[src/rtl/acq_ctrl_pkg.sv]
package acq_ctrl_pkg;
  localparam int unsigned DATA_W = 8;

  typedef enum logic [2:0] {
    ST_IDLE,
    ST_ARMED,
    ST_LATCH,
    ST_CONFIG,
    ST_RUN
  } acq_state_e;

  // address map; mask and count bytes occupy consecutive addresses
  localparam int unsigned REG_CTRL   = 1;
  localparam int unsigned REG_MASK0  = 2;
  localparam int unsigned REG_DIV    = 4;
  localparam int unsigned REG_CNT0   = 8;
  localparam int unsigned REG_CLKSEL = 10;

  localparam logic [DATA_W-1:0] CMD_STOP  = 8'h00;
  localparam logic [DATA_W-1:0] CMD_ARM   = 8'h40;
  localparam logic [DATA_W-1:0] CMD_RUN   = 8'h41;
  localparam logic [DATA_W-1:0] CMD_LATCH = 8'h42;

  localparam int unsigned BIT_RUN   = 0;
  localparam int unsigned BIT_LATCH = 1;
  localparam int unsigned BIT_OK    = 3;
  localparam int unsigned BIT_ARM   = 6;

  localparam logic [DATA_W-1:0] STS_IDLE = 8'h08;
endpackage

[src/rtl/acq_ctrl_fsm.sv]
module acq_ctrl_fsm
  import acq_ctrl_pkg::*;
(
  input  logic              clk_i,
  input  logic              rst_ni,
  input  logic              ctrl_wr_i,
  input  logic [DATA_W-1:0] ctrl_data_i,
  output logic [DATA_W-1:0] status_o,
  output logic              latch_o,
  output logic              start_o,
  output logic              running_o
);
  acq_state_e state_q, state_d;

  always_comb begin
    state_d = state_q;
    if (ctrl_wr_i) begin
      if (ctrl_data_i == CMD_STOP) begin
        state_d = ST_IDLE;
      end else begin
        case (state_q)
          ST_IDLE:   if (ctrl_data_i == CMD_ARM)   state_d = ST_ARMED;
          ST_ARMED:  if (ctrl_data_i == CMD_LATCH) state_d = ST_LATCH;
          ST_LATCH:  if (ctrl_data_i == CMD_ARM)   state_d = ST_CONFIG;
          ST_CONFIG: begin
            if (ctrl_data_i == CMD_LATCH)    state_d = ST_LATCH;
            else if (ctrl_data_i == CMD_RUN) state_d = ST_RUN;
          end
          ST_RUN:    state_d = ST_RUN;
          default:   state_d = ST_IDLE;
        endcase
      end
    end
  end

  always_ff @(posedge clk_i or negedge rst_ni) begin
    if (!rst_ni) state_q <= ST_IDLE;
    else         state_q <= state_d;
  end

  assign latch_o   = ctrl_wr_i && (state_q == ST_LATCH)  && (ctrl_data_i == CMD_ARM);
  assign start_o   = ctrl_wr_i && (state_q == ST_CONFIG) && (ctrl_data_i == CMD_RUN);
  assign running_o = (state_q == ST_RUN);

  always_comb begin
    status_o            = '0;
    status_o[BIT_ARM]   = (state_q != ST_IDLE);
    status_o[BIT_OK]    = (state_q == ST_IDLE) || (state_q == ST_CONFIG) || (state_q == ST_RUN);
    status_o[BIT_LATCH] = (state_q == ST_LATCH);
    status_o[BIT_RUN]   = (state_q == ST_RUN);
  end


  run_entry_chk: assert property (@(posedge clk_i) disable iff (!rst_ni)
    $rose(running_o) |-> ($past(status_o) == 8'h48) && $past(ctrl_wr_i) && ($past(ctrl_data_i) == CMD_RUN));


  stop_idle_chk: assert property (@(posedge clk_i) disable iff (!rst_ni)
    (ctrl_wr_i && ctrl_data_i == CMD_STOP) |=> (status_o == STS_IDLE) && !running_o);
endmodule

[src/rtl/acq_cfg_bank.sv]
module acq_cfg_bank
  import acq_ctrl_pkg::*;
#(
  parameter int unsigned ADDR_W = 4,
  parameter int unsigned MASK_W = 16,   // multiple of DATA_W
  parameter int unsigned DIV_W  = 8     // at most DATA_W
) (
  input  logic              clk_i,
  input  logic              rst_ni,
  input  logic              wr_en_i,
  input  logic [ADDR_W-1:0] addr_i,
  input  logic [DATA_W-1:0] wdata_i,
  input  logic              lock_i,
  input  logic              latch_i,
  output logic [MASK_W-1:0] sh_mask_o,
  output logic [DIV_W-1:0]  sh_div_o,
  output logic [DATA_W-1:0] sh_clksel_o,
  output logic [MASK_W-1:0] act_mask_o,
  output logic [DIV_W-1:0]  act_div_o,
  output logic              act_clksel_o
);
  localparam int unsigned MASK_BYTES = MASK_W / DATA_W;

  logic              wr_ok;
  logic [MASK_W-1:0] sh_mask_q, act_mask_q;
  logic [DIV_W-1:0]  sh_div_q, act_div_q;
  logic [DATA_W-1:0] sh_clksel_q;
  logic              act_clksel_q;

  assign wr_ok = wr_en_i && !lock_i;

  for (genvar g = 0; g < MASK_BYTES; g++) begin : g_mask_byte
    always_ff @(posedge clk_i or negedge rst_ni) begin
      if (!rst_ni) begin
        sh_mask_q[g*DATA_W +: DATA_W] <= '0;
      end else if (wr_ok && addr_i == ADDR_W'(REG_MASK0 + g)) begin
        sh_mask_q[g*DATA_W +: DATA_W] <= wdata_i;
      end
    end
  end

  always_ff @(posedge clk_i or negedge rst_ni) begin
    if (!rst_ni) begin
      sh_div_q    <= '0;
      sh_clksel_q <= '0;
    end else if (wr_ok) begin
      if (addr_i == ADDR_W'(REG_DIV))    sh_div_q    <= wdata_i[DIV_W-1:0];
      if (addr_i == ADDR_W'(REG_CLKSEL)) sh_clksel_q <= wdata_i;
    end
  end

  always_ff @(posedge clk_i or negedge rst_ni) begin
    if (!rst_ni) begin
      act_mask_q   <= '0;
      act_div_q    <= '0;
      act_clksel_q <= 1'b0;
    end else if (latch_i) begin
      act_mask_q   <= sh_mask_q;
      act_div_q    <= sh_div_q;
      act_clksel_q <= sh_clksel_q[0];
    end
  end

  assign sh_mask_o    = sh_mask_q;
  assign sh_div_o     = sh_div_q;
  assign sh_clksel_o  = sh_clksel_q;
  assign act_mask_o   = act_mask_q;
  assign act_div_o    = act_div_q;
  assign act_clksel_o = act_clksel_q;


  act_hold_chk: assert property (@(posedge clk_i) disable iff (!rst_ni)
    lock_i |=> $stable({act_mask_q, act_div_q, act_clksel_q}));


  shadow_lock_chk: assert property (@(posedge clk_i) disable iff (!rst_ni)
    (wr_en_i && lock_i) |=> $stable({sh_mask_q, sh_div_q, sh_clksel_q}));
endmodule

[src/rtl/acq_sample_cnt.sv]
module acq_sample_cnt #(
  parameter int unsigned CNT_W = 16
) (
  input  logic             clk_i,
  input  logic             rst_ni,
  input  logic             clear_i,
  input  logic             en_i,
  input  logic             tick_i,
  output logic [CNT_W-1:0] cnt_o
);
  localparam logic [CNT_W-1:0] CNT_MAX = {CNT_W{1'b1}};

  logic [CNT_W-1:0] cnt_q;

  always_ff @(posedge clk_i or negedge rst_ni) begin
    if (!rst_ni)                                   cnt_q <= '0;
    else if (clear_i)                              cnt_q <= '0;
    else if (en_i && tick_i && cnt_q != CNT_MAX)   cnt_q <= cnt_q + 1'b1;
  end

  assign cnt_o = cnt_q;


  cnt_idle_hold_chk: assert property (@(posedge clk_i) disable iff (!rst_ni)
    (!en_i && !clear_i) |=> $stable(cnt_q));


  cnt_sat_chk: assert property (@(posedge clk_i) disable iff (!rst_ni)
    (cnt_q == CNT_MAX && !clear_i) |=> (cnt_q == CNT_MAX));
endmodule

[src/rtl/acq_ctrl_regs.sv]
module acq_ctrl_regs
  import acq_ctrl_pkg::*;
#(
  parameter int unsigned ADDR_W = 4,
  parameter int unsigned MASK_W = 16,
  parameter int unsigned DIV_W  = 8,
  parameter int unsigned CNT_W  = 16
) (
  input  logic              clk_i,
  input  logic              rst_ni,
  input  logic              wr_en_i,
  input  logic              rd_en_i,
  input  logic [ADDR_W-1:0] addr_i,
  input  logic [DATA_W-1:0] wdata_i,
  output logic [DATA_W-1:0] rdata_o,
  input  logic              sample_tick_i,
  output logic              clk_sel_o,
  output logic [DIV_W-1:0]  div_o,
  output logic [MASK_W-1:0] chan_mask_o,
  output logic              run_o
);
  localparam int unsigned MASK_BYTES = MASK_W / DATA_W;
  localparam int unsigned CNT_BYTES  = CNT_W / DATA_W;

  logic              ctrl_wr, latch, start, running;
  logic [DATA_W-1:0] status;
  logic [MASK_W-1:0] sh_mask;
  logic [DIV_W-1:0]  sh_div;
  logic [DATA_W-1:0] sh_clksel;
  logic [CNT_W-1:0]  cnt;
  logic [DATA_W-1:0] rd_val, rdata_q;
  logic              addr_known;

  assign ctrl_wr = wr_en_i && (addr_i == ADDR_W'(REG_CTRL));

  acq_ctrl_fsm u_fsm (
    .clk_i       (clk_i),
    .rst_ni      (rst_ni),
    .ctrl_wr_i   (ctrl_wr),
    .ctrl_data_i (wdata_i),
    .status_o    (status),
    .latch_o     (latch),
    .start_o     (start),
    .running_o   (running)
  );

  acq_cfg_bank #(
    .ADDR_W (ADDR_W),
    .MASK_W (MASK_W),
    .DIV_W  (DIV_W)
  ) u_cfg (
    .clk_i        (clk_i),
    .rst_ni       (rst_ni),
    .wr_en_i      (wr_en_i),
    .addr_i       (addr_i),
    .wdata_i      (wdata_i),
    .lock_i       (running),
    .latch_i      (latch),
    .sh_mask_o    (sh_mask),
    .sh_div_o     (sh_div),
    .sh_clksel_o  (sh_clksel),
    .act_mask_o   (chan_mask_o),
    .act_div_o    (div_o),
    .act_clksel_o (clk_sel_o)
  );

  acq_sample_cnt #(
    .CNT_W (CNT_W)
  ) u_cnt (
    .clk_i   (clk_i),
    .rst_ni  (rst_ni),
    .clear_i (start),
    .en_i    (running),
    .tick_i  (sample_tick_i),
    .cnt_o   (cnt)
  );

  always_comb begin
    rd_val     = '0;
    addr_known = 1'b0;
    if (addr_i == ADDR_W'(REG_CTRL)) begin
      rd_val = status;     addr_known = 1'b1;
    end
    if (addr_i == ADDR_W'(REG_DIV)) begin
      rd_val = DATA_W'(sh_div); addr_known = 1'b1;
    end
    if (addr_i == ADDR_W'(REG_CLKSEL)) begin
      rd_val = sh_clksel;  addr_known = 1'b1;
    end
    for (int i = 0; i < MASK_BYTES; i++) begin
      if (addr_i == ADDR_W'(REG_MASK0 + i)) begin
        rd_val = sh_mask[i*DATA_W +: DATA_W]; addr_known = 1'b1;
      end
    end
    for (int i = 0; i < CNT_BYTES; i++) begin
      if (addr_i == ADDR_W'(REG_CNT0 + i)) begin
        rd_val = cnt[i*DATA_W +: DATA_W]; addr_known = 1'b1;
      end
    end
  end

  always_ff @(posedge clk_i or negedge rst_ni) begin
    if (!rst_ni)      rdata_q <= '0;
    else if (rd_en_i) rdata_q <= rd_val;
  end

  assign rdata_o = rdata_q;
  assign run_o   = running;


  undef_zero_chk: assert property (@(posedge clk_i) disable iff (!rst_ni)
    (rd_en_i && !addr_known) |=> (rdata_o == '0));


  rdata_hold_chk: assert property (@(posedge clk_i) disable iff (!rst_ni)
    !rd_en_i |=> $stable(rdata_o));
endmodule

[config.mk]
export PLATFORM = sky130hd
export DESIGN_NAME = acq_ctrl_regs
export DESIGN_NICKNAME = d
export VERILOG_FILES = /design/src/rtl/acq_ctrl_pkg.sv /design/src/rtl/acq_ctrl_fsm.sv /design/src/rtl/acq_cfg_bank.sv /design/src/rtl/acq_sample_cnt.sv /design/src/rtl/acq_ctrl_regs.sv
export SDC_FILE = /design/constraint.sdc
export NUM_CORES = 1
export LEC_CHECK = 0
export ABC_AREA = 0
export BUFFER_PORTS_ARGS = -buffer_cell sky130_fd_sc_hd__clkbuf_2
export CELL_PAD_IN_SITES_DETAIL_PLACEMENT = 0
export CELL_PAD_IN_SITES_GLOBAL_PLACEMENT = 1
export CORE_ASPECT_RATIO = 2
export CORE_UTILIZATION = 42
export CTS_BUF_LIST = sky130_fd_sc_hd__clkbuf_8
export CTS_CLUSTER_DIAMETER = 120
export DETAILED_ROUTE_END_ITERATION = 12
export PLACE_DENSITY_LB_ADDON = 0.1
export RECOVER_POWER = 50
export SYNTH_ARGS = -nofsm -noshare
export SYNTH_HDL_FRONTEND = slang
export SYNTH_SLANG_ARGS = --single-unit
export TNS_END_PERCENT = 20
[constraint.sdc]
create_clock -name clk_i -period 5.1 [get_ports clk_i]
set_input_delay 1.02 -clock clk_i [delete_from_list [all_inputs] [get_ports clk_i]]
set_output_delay 1.02 -clock clk_i [all_outputs]
set_load 0.02 [all_outputs]
### Word level (Yosys, flattened, before mapping)

Cells that the tools add are included.

* input port bits: 17
* register bits after elaboration: 84

* multiplexer cells: 16
* eq/ne operators: 19
* reductions and logical operators: 20
* add/subtract/negate cells: 1

Operator list (number)
* $mux 8: 6
* $mux 16: 2
* $eq 8x7->1 const B: 3
* $mux 3: 6
* $add 16x1->16 const B: 1
* $ne 16x16->1 const B: 1
* $pmux 3 s5: 1
* $eq 4x4->1 const B: 3
* $logic_and 1x1->1: 10
* $ne 3x1->1 const B: 3
* $eq 4x2->1 const B: 2
* $logic_not 8->1: 1
* $mux 7: 1
* $eq 3x2->1 const B: 2
* $reduce_and 5->1: 1
* $eq 4x1->1 const B: 1
* $eq 4x3->1 const B: 1
* $ne 4x2->1 const B: 1
* $reduce_and 2->1: 2
* $eq 3x1->1 const B: 1
* $eq 3x3->1 const B: 1
* $logic_not 3->1: 1
* $reduce_bool 3->1: 1
* $logic_or 1x1->1: 2
* 2 further kinds: 2

### Depth between registers and ports, before layout

Gate-level depths: netlist of run 1.

* depth after elaboration: 10
* gate-level depth with buffers: 7

### Modules after synthesis

Synthesis of run 1 repeated with hierarchy kept, for this count alone.

* cells, all modules: 405
* area total of the unflattened synthesis: 4420.5 µm²

Modules (own cells, without submodules)
* acq_cfg_bank: seq. area each 1426.4 µm², times used 1, area each 2173.3 µm², cells an instance 126
* acq_ctrl_regs: seq. area each 200.2 µm², times used 1, area each 944.7 µm², cells an instance 121
* acq_sample_cnt: seq. area each 400.4 µm², times used 1, area each 920.9 µm², cells an instance 103
* acq_ctrl_fsm: seq. area each 75.1 µm², times used 1, area each 381.6 µm², cells an instance 55

### Worst setup path after synthesis of run 1

No wires, ideal clock.

* kind: in2reg
* start: input addr_i[2]
* end: register u_cfg.act_clksel_q (netlist: u_cfg.act_clksel_o)
* path buffers: 3
* path slack: 2.395 ns
* library setup time: 0.125 ns
* stages: 7
* data required time: 4.975 ns
* arrival: 2.580 ns
* cells stage by stage: buf_6 > nor3b_4 > nand4_1 > or4b_1 > buf_6 > buf_12 > mux2_4

* longest elaborated chain between the ends: 4

Ends and longest elaborated chain
* from (decl): line acq_ctrl_regs.sv:13 `input logic [ADDR_W-1:0] addr_i,`
* $eq 4x1->1: line acq_ctrl_regs.sv:34 `assign ctrl_wr = wr_en_i && (addr_i == ADDR_W'(REG_CTRL));`
* $logic_and 1x1->1: line acq_ctrl_regs.sv:34
* $logic_and 1x1->1 (2 in a row): line acq_ctrl_fsm.sv:41 `assign latch_o = ctrl_wr_i && (state_q == ST_LATCH) && (ctrl_data_i == CMD_ARM);`
* to (signal assigned): line acq_cfg_bank.sv:60 `act_clksel_q <= sh_clksel_q[0];`
* to (decl): line acq_cfg_bank.sv:28 `logic act_clksel_q;`

No other way between the ends.
A chain may end at the register's enable or synchronous reset.

### Worst setup path in the final report of run 1

* start: input addr_i[0]
* end: register u_cfg.act_div_q[5] (netlist: u_cfg.act_div_o[5])

* longest elaborated chain between the ends: 4

Ends and longest elaborated chain
* $eq 4x1->1: line acq_ctrl_regs.sv:34
* $logic_and 1x1->1: line acq_ctrl_regs.sv:34
* $logic_and 1x1->1 (2 in a row): line acq_ctrl_fsm.sv:41
* to (signal assigned): line acq_cfg_bank.sv:59 `act_div_q <= sh_div_q;`
* to (decl): line acq_cfg_bank.sv:26 `logic [DIV_W-1:0] sh_div_q, act_div_q;`

No other way between the ends.

==> results of run 1 <==
where the power goes:
| part | total (uW) | switching (uW) | internal [uW] |
|---|---|---|---|
| Sequential | 785 | 54.4 | 731 |
| Clock | 513 | 254 | 259 |
| Combinational | 171 | 91.8 | 79.5 |
| Total | 1470 | 400 | 1070 |
synth_stat cells, drive strengths merged (4+ instances only):
master | count | area [um2]
or4 | 10 | 75.1
inv | 9 | 33.8
nor3b | 6 | 56.3
mux2 | 56 | 706
a21oi | 29 | 145
nor3 | 11 | 55.1
or3 | 4 | 25.0
nand3b | 5 | 37.5
nand2b | 6 | 37.5
dfrtp | 84 | 2100
clkbuf | 16 | 60.1
nor2 | 15 | 56.3
nand4 | 10 | 62.6
nor4 | 5 | 31.3
and3 | 6 | 37.5
nand2 | 20 | 75.1
o31ai | 13 | 97.6
a22oi | 7 | 52.6
nor2b | 6 | 37.5
nand3 | 8 | 40.0
a211oi | 4 | 30.0
o21ai | 12 | 60.1
o22ai | 5 | 31.3
buf | 8 | 80.1
sequential cells by signal, summed over array words and instances (netlist names):
signal	count
rdata_o	8
u_cfg.act_clksel_o	1
u_cfg.act_div_o	8
u_cfg.act_mask_o	16
u_cfg.sh_clksel_o	8
u_cfg.sh_div_o	8
u_cfg.sh_mask_o	16
u_cnt.cnt_o	16
u_fsm.state_q	3
worst max-delay path, delay by kind of cell:
family	cells	cell delay (ns)
buffers and inverters	2	0.62
muxes	1	0.34
and+or+nand+nor	3	1.08
stage by stage:
stage	setup WS [ns]	instance area, um2	total power, uW	instances
after floorplan	2.39	4350	893	393
after global placement	1.97	4660	968	557
after detailed placement	1.93	4660	972	557
after CTS	2.32	4880	1490	573
after global routing	2.18	4850	1540	573
final	2.28	4850	1470	573
area by class of cell:
cell class              count  area share
inverters                  10     0.00773
multi-input cells         275       0.428
flip-flops and latches     84       0.433
clock inverters             5      0.0134
clock buffers              11      0.0312
well taps                 135      0.0348
repair buffers             53      0.0518
kinds of logic after synthesis:
group / synth area share
and+or+nand+nor: 0.173
AOI/OAI and AO/OA: 0.138
DFF: 0.483
muxes: 0.162
buffers and inverters: 0.0408
adders and majority gates: 0.00287
metal layers:
layer	track usage	wire (um)	part of all wire	vias up
li1	-	-	-	1568
met1	0.250	4370	0.38	1638
met2	0.407	6220	0.54	76
met3	0.0388	350	0.030	30
met4	0.140	565	0.049	0
met5	0	0	0	-
how the worst min path moves through the flow:
stage          slack [ns]                  from              endpoint
2_1_floorplan        0.47   u_cfg.sh_mask_o[14]   u_cfg.sh_mask_o[14]
6_report             0.50            rdata_o[3]            rdata_o[3]
5_1_grt              0.51  u_cfg.sh_clksel_o[2]  u_cfg.sh_clksel_o[2]
4_1_cts              0.50            rdata_o[3]            rdata_o[3]
3_5_place_dp         0.47            rdata_o[3]            rdata_o[3]
3_3_place_gp         0.48  u_cfg.sh_clksel_o[7]  u_cfg.sh_clksel_o[7]
==> flow_summary.json, run 1 <==
{
  "cp-endpoint": "u_cfg.act_div_o[5]",
  "area_delta_synth_final_pct": 11.6,
  "startpoint_type": "input port",
  "final_cell_mix": "dfrtp_1, mux2_2, clkbuf_2",
  "cts_setup_buffers": 0,
  "final_layout_size_suffix_gt1_frac": 0.263,
  "critPathRequiredTime_ns": 5.35,
  "antenna_left": 0,
  "nets": 451,
  "worstReg2RegEnd": "u_cfg.sh_mask_o[2]",
  "grt_pass1_wl_mm": 18.5,
  "path_class": "input port to flip-flop",
  "cp-end-kind": "flip-flop",
  "p_leak_uw": 0.00215,
  "drt-total-wl_mm": 11.5,
  "final_hold_viol_count": 0,
  "via_per_inst": 5.78,
  "holdBufCountCts": 0,
  "r2r_start": "u_fsm.state_q[0]",
  "nFillCells": 971,
  "arrival_ns": 3.07,
  "synth_fp_nets": 411,
  "worst_pin_slew_ns": 2.12,
  "ys_seq_area_frac": 0.483,
  "r2r_cells": 4,
  "final_common_cell": "dfrtp_1",
  "synth_edf_count": 0,
  "globalplace.congestion": 0.857,
  "max_stage_delay_ns": 0.54,
  "vias": 3312,
  "startpoint": "addr_i[0]",
  "grt_max_degree": 85,
  "fmax_mhz": 355,
  "first_pass_iters": 4,
  "antenna_cells": 0,
  "fp.coreArea_mm2": 0.0101,
  "grt_pass1_vias": 3428,
  "clk_transition_reported_paths_ns": 0.09,
  "tritoncts": "done",
  "ctsHtreeMaxLevel": 3,
  "netlist_area_mm2": 0.00435,
  "die_h_um": 146,
  "async_flop_share": 1.00,
  "multi_input_area_mm2": 0.00208,
  "seq_area_mm2": 0.00210,
  "status": "finished with violations",
  "dpl.hpwl_mm": 8.62,
  "clkLatencyLatePin_ns": 0.36,
  "whs_path_depth": 2,
  "ys.flop_type": "dfrtp_1",
  "cp_slowest_cell": "or4b_1",
  "hold_class": "flip-flop to flip-flop",
  "p_per_area_mw_per_mm2": 303,
  "finalCritPeriodShare": 0.553,
  "hold-worst-slack_ns": 0.496,
  "tns_ns": 0,
  "fin_crit_ns": 2.82,
  "first_iter_violations": 157,
  "drv_cap": 1,
  "irDropWorstVdd_mv": 0.136,
  "relSlewSlack": -0.416,
  "grt_overflow_total": 0,
  "drcViolationCount": 0,
  "ff2ff_setup_slack_ns": 3.01,
  "num_io_pins": 51,
  "worstPathCellList": "clkbuf_2, nor3b_4, nand4_1, or4b_1, buf_4, mux2_4",
  "die_x_um": 74.0,
  "grt_usage": 0.233,
  "yosys_warnings": 0,
  "clock_sinks": 84,
  "syn_inst": 393,
  "start_util": 0.432,
  "dieArea_mm2": 0.0108,
  "cts_resized": 0,
  "rows": 52,
  "root_buffer": "clkbuf_8",
  "synth_cell_type_count": 56,
  "report.final.slew_viol_count": 85,
  "antenna_found_initial": 0,
  "violations": "max-capacitance violations, max-slew violations",
  "port_buffers": 50,
  "rsz0062_at_grt": "false",
  "setup_viol": 0,
  "utilization": 0.481,
  "cts_buffers": 9,
  "finalClockSkew_ns": 0.00862,
  "path_max_fanout": 25,
  "clk_path_buf_depth": 2,
  "wl_per_cell_um": 20.1,
  "synth.avg_cell_area_um2": 11.1,
  "synth-seq-cells": 84
}
No activity file was read; power rests on OpenSTA's default activity.
==> run 2: changes to the inputs <==
==> constraint.sdc (replaced) <==
create_clock -name clk_i -period 2.4 [get_ports clk_i]
set_input_delay 0.48 -clock clk_i [delete_from_list [all_inputs] [get_ports clk_i]]
set_output_delay 0.48 -clock clk_i [all_outputs]
set_load 0.02 [all_outputs]
==> run 2 against run 1 <==
Effect of this change: the run still ends with max-capacitance violations, max-slew violations left; flip-flop and latch count stayed put; sequential power is 110% higher; clock skew is 0.0041 ns higher; die area stayed put; core utilization is 1.8 points higher; worst setup slack worse by 2.0 ns; first-iteration DRC count is 29% lower; global-route usage is 0.49 points higher; critical path type is now flip-flop to output port; critical endpoint is now run_o.
==> flow_summary.json, run 2 (synthesized netlist as in run 1, its figures left out) <==
{
  "dieArea_mm2": 0.0108,
  "area_delta_synth_final_pct": 15.8,
  "status": "finished with violations",
  "nets": 475,
  "grt_overflow_total": 0,
  "rows": 52,
  "fmax_mhz": 479,
  "holdBufCountCts": 0,
  "antenna_found_initial": 0,
  "hold-worst-slack_ns": 0.427,
  "port_buffers": 50,
  "first_iter_violations": 111,
  "fin_crit_ns": 2.09,
  "final_hold_viol_count": 0,
  "cts_resized": 0,
  "globalplace.congestion": 0.842,
  "drt-total-wl_mm": 11.9,
  "final_layout_size_suffix_gt1_frac": 0.297,
  "arrival_ns": 1.61,
  "die_x_um": 74.0,
  "hold_class": "input port to flip-flop",
  "dpl.hpwl_mm": 9.24,
  "worst_pin_slew_ns": 1.71,
  "finalClockSkew_ns": 0.0127,
  "ctsHtreeMaxLevel": 3,
  "final_common_cell": "dfrtp_1",
  "startpoint_type": "flip-flop",
  "clkLatencyLatePin_ns": 0.36,
  "seq_area_mm2": 0.00210,
  "multi_input_area_mm2": 0.00208,
  "antenna_left": 0,
  "drv_cap": 1,
  "nFillCells": 962,
  "via_per_inst": 5.66,
  "num_io_pins": 51,
  "clk_path_buf_depth": 2,
  "finalCritPeriodShare": 0.870,
  "wl_per_cell_um": 19.9,
  "tns_ns": 0,
  "cts_setup_buffers": 0,
  "final_cell_mix": "dfrtp_1, mux2_2, clkbuf_2",
  "relSlewSlack": -0.138,
  "first_pass_iters": 5,
  "drcViolationCount": 0,
  "cts_buffers": 9,
  "grt_usage": 0.238,
  "tritoncts": "done",
  "p_per_area_mw_per_mm2": 613,
  "start_util": 0.432,
  "rsz0062_at_grt": "false",
  "grt_max_degree": 56,
  "grt_pass1_wl_mm": 18.8,
  "report.final.slew_viol_count": 30,
  "setup_viol": 0,
  "antenna_cells": 0,
  "grt_pass1_vias": 3542,
  "die_h_um": 146,
  "root_buffer": "clkbuf_8",
  "path_max_fanout": 6,
  "clk_transition_reported_paths_ns": 0.09,
  "p_leak_uw": 0.00227,
  "path_class": "flip-flop to output port",
  "irDropWorstVdd_mv": 0.291,
  "clock_sinks": 84,
  "critPathRequiredTime_ns": 1.92,
  "vias": 3381,
  "fp.coreArea_mm2": 0.0101,
  "cp-end-kind": "output port",
  "violations": "max-capacitance violations, max-slew violations"
}
[run 2: stage by stage]
stage | cell area, um2 | instances | util | power [uW] | setup slack (ns)
CTS | 5070 | 597 | 0.502 | 3120 | 0.291
detailed placement | 4870 | 581 | 0.483 | 2090 | 0.0999
global placement | 4870 | 581 | 0.483 | 2080 | 0.136
finish | 5040 | 597 | 0.500 | 3090 | 0.311
floorplan | 4350 | 393 | - | 1900 | 0.235
global route | 5040 | 597 | 0.500 | 3220 | 0.237
[run 2: final cells by class]
| type | count | area share |
|---|---|---|
| Clock buffer | 9 | 0.0246 |
| Clock inverter | 7 | 0.0149 |
| Inverter | 10 | 0.00745 |
| Multi-Input combinational cell | 275 | 0.412 |
| Sequential cell | 84 | 0.417 |
| Tap cell | 135 | 0.0335 |
| Timing Repair Buffer | 77 | 0.0903 |
[run 2: final timing paths]
kind	cells after the start	startpoint	slack, ns	endpoint
worst max-delay path	3	u_fsm.state_q[2]	0.31	run_o
worst min-delay path	2	wdata_i[3]	0.43	u_cfg.sh_mask_o[3]
worst max register to register	4	u_fsm.state_q[2]	0.35	u_cfg.sh_mask_o[5]
worst min register to register	1	u_cfg.sh_clksel_o[5]	0.50	u_cfg.sh_clksel_o[5]
max in group asynchronous	2	rst_ni	0.81	u_cfg.sh_div_o[4]
min in group asynchronous	1	rst_ni	0.54	u_cfg.act_mask_o[1]
[run 2: worst max-delay path: stages (launching register included)]
cell      delay (ns)
dfrtp_1         0.43
or3b_1          0.48
inv_2           0.15
clkbuf_2        0.18
[run 2: where the power goes]
group / internal, uW / switching (uW)
clock: 486 / 545
sequential: 1550 / 117
combinational: 187 / 200
total: 2230 / 863
[run 2: metal layers]
layer / part of all wire / global-route usage / wire, um / up-vias
li1: - / - / - / 1608
met1: 0.37 / 0.254 / 4450 / 1676
met2: 0.57 / 0.440 / 6720 / 79
met3: 0.031 / 0.0388 / 363 / 18
met4: 0.028 / 0.0952 / 338 / 0
met5: 0 / 0 / 0 / -
==> run 3: changes to the inputs <==
--- a/config.mk
+++ b/config.mk
@@ -10,6 +10,7 @@
 export CELL_PAD_IN_SITES_DETAIL_PLACEMENT = 0
 export CELL_PAD_IN_SITES_GLOBAL_PLACEMENT = 1
 export CORE_ASPECT_RATIO = 2
+export CORE_MARGIN = 2
 export CORE_UTILIZATION = 42
 export CTS_BUF_LIST = sky130_fd_sc_hd__clkbuf_8
 export CTS_CLUSTER_DIAMETER = 120
==> run 3 against run 2 <==
Effect of this change: the run now ends clean; final cell count grew 0.17%; first-iteration DRC count up 110%; combinational power decreased by 1%; cell area fell by 0.55%; largest cell class unchanged; global-route usage fell by 1.2 points; power shrank 2.5%; fmax up 0.43%; clock power decreased by 7%; sequential power about the same; sequential share of layout area is 0.23 points higher.
==> flow_summary.json, run 3 (synthesized netlist as in run 1, its figures left out) <==
{
  "path_max_fanout": 6,
  "start_util": 0.432,
  "area_delta_synth_final_pct": 15.2,
  "clk_transition_reported_paths_ns": 0.09,
  "antenna_found_initial": 0,
  "cts_setup_buffers": 0,
  "p_per_area_mw_per_mm2": 601,
  "antenna_left": 0,
  "grt_overflow_total": 0,
  "ff2ff_setup_slack_ns": 0.37,
  "totalPowerFinal_uw": 3010,
  "grt_pass1_vias": 3443,
  "tritoncts": "done",
  "wl_per_cell_um": 20.0,
  "hold_class": "input port to asynchronous set/reset pin",
  "die_x_um": 76.0,
  "clk_path_buf_depth": 2,
  "irDropWorstVdd_mv": 0.298,
  "final_cell_mix": "dfrtp_1, mux2_2, clkbuf_2",
  "globalplace.congestion": 0.835,
  "nets": 476,
  "status": "finished, final reports clean",
  "dieArea_mm2": 0.0112,
  "startpoint_type": "flip-flop",
  "die_h_um": 148,
  "met3_wirelength_um": 426,
  "path_class": "flip-flop to output port",
  "relSlewSlack": 0.364,
  "fp.coreArea_mm2": 0.0101,
  "worst_pin_slew_ns": 0.955,
  "dr_wl_met2_mm": 6.69,
  "wl_met1_mm": 4.44,
  "rows": 52,
  "final_common_cell": "dfrtp_1",
  "via_per_inst": 5.68,
  "root_buffer": "clkbuf_8",
  "antenna_cells": 0,
  "num_io_pins": 51,
  "first_pass_iters": 4,
  "drcViolationCount": 0,
  "final_hold_viol_count": 0,
  "tns_ns": 0,
  "cts_resized": 0,
  "place_area_mm2": 0.00487,
  "port_buffers": 50,
  "worstReg2RegEnd": "u_cfg.sh_mask_o[6]",
  "fin_crit_ns": 2.08,
  "holdBufCountCts": 0,
  "report.final.slew_viol_count": 0,
  "r2r_start": "u_fsm.state_q[2]",
  "ctsHtreeMaxLevel": 3,
  "cp-end-kind": "output port",
  "drt-total-wl_mm": 12.0,
  "fmax_mhz": 481,
  "fin_area_mm2": 0.00501,
  "grt_usage": 0.225,
  "finalClockSkew_ns": 0.0110,
  "dpl.hpwl_mm": 9.30,
  "setup_viol": 0,
  "r2r_cells": 4,
  "clock_sinks": 84,
  "cts_buffers": 9,
  "drv_cap": 0,
  "cp-endpoint": "run_o",
  "highest_layer": "met4",
  "utilization": 0.497,
  "vias": 3394,
  "grt_max_degree": 39,
  "clkLatencyLatePin_ns": 0.36,
  "startpoint": "u_fsm.state_q[2]",
  "first_iter_violations": 236,
  "p_leak_uw": 0.00225,
  "finalCritPeriodShare": 0.867,
  "grt_pass1_wl_mm": 19.2,
  "critPathRequiredTime_ns": 1.92,
  "final_layout_size_suffix_gt1_frac": 0.300,
  "arrival_ns": 1.60,
  "rsz0062_at_grt": "false",
  "nFillCells": 979
}
[run 3: cell types whose count changed in the layout (fill, tap and decap cells not counted)]
| cell | delta |
|---|---|
| clkbuf_2 | +2 |
| buf_12 | -1 |
| bufinv_16 | -1 |
| clkinv_2 | +1 |
| clkinv_4 | -1 |
| inv_1 | -1 |
| inv_6 | +1 |
| inv_8 | +1 |
[run 3: worst min path at each step]
stage                      endpoint  slack, ns
6_report        u_cfg.act_mask_o[2]       0.26
5_1_grt         u_cfg.act_mask_o[2]       0.34
4_1_cts         u_cfg.act_mask_o[2]       0.09
3_5_place_dp             rdata_o[3]       0.48
3_3_place_gp   u_cfg.sh_clksel_o[2]       0.48
2_1_floorplan            rdata_o[0]       0.18
[run 3: area by class of cell]
class                           count  area (um2)  area share
Tap cell                          135         169      0.0337
Clock buffer                        9         124      0.0247
Sequential cell                    84        2100       0.419
Inverter                           10        37.5     0.00749
Clock inverter                      7        57.6      0.0115
Timing Repair Buffer               78         445      0.0888
Multi-Input combinational cell    275        2080       0.415
[run 3: layer usage]
| metal | vias up | GRT usage |
|---|---|---|
| li1 | 1610 | - |
| met1 | 1674 | 0.243 |
| met2 | 88 | 0.425 |
| met3 | 22 | 0.0360 |
| met4 | 0 | 0.103 |
| met5 | - | 0 |
[run 3: per-stage QoR]
step	instances	setup slack [ns]	hold WS, ns
6_report	598	0.320	0.258
3_3_place_gp	582	0.137	0.482
4_1_cts	598	0.289	0.0905
2_1_floorplan	393	0.235	0.184
5_1_grt	598	0.267	0.338
3_5_place_dp	582	0.105	0.478
[run 3: power breakdown]
part | internal, uW | switching (uW)
clock | 392 | 563
combinational | 184 | 198
sequential | 1550 | 121
[run 3: worst max-delay path, stage by stage (launching register included)]
cell      delay, ns
dfrtp_1        0.43
or3b_1         0.49
inv_2          0.15
clkbuf_2       0.18
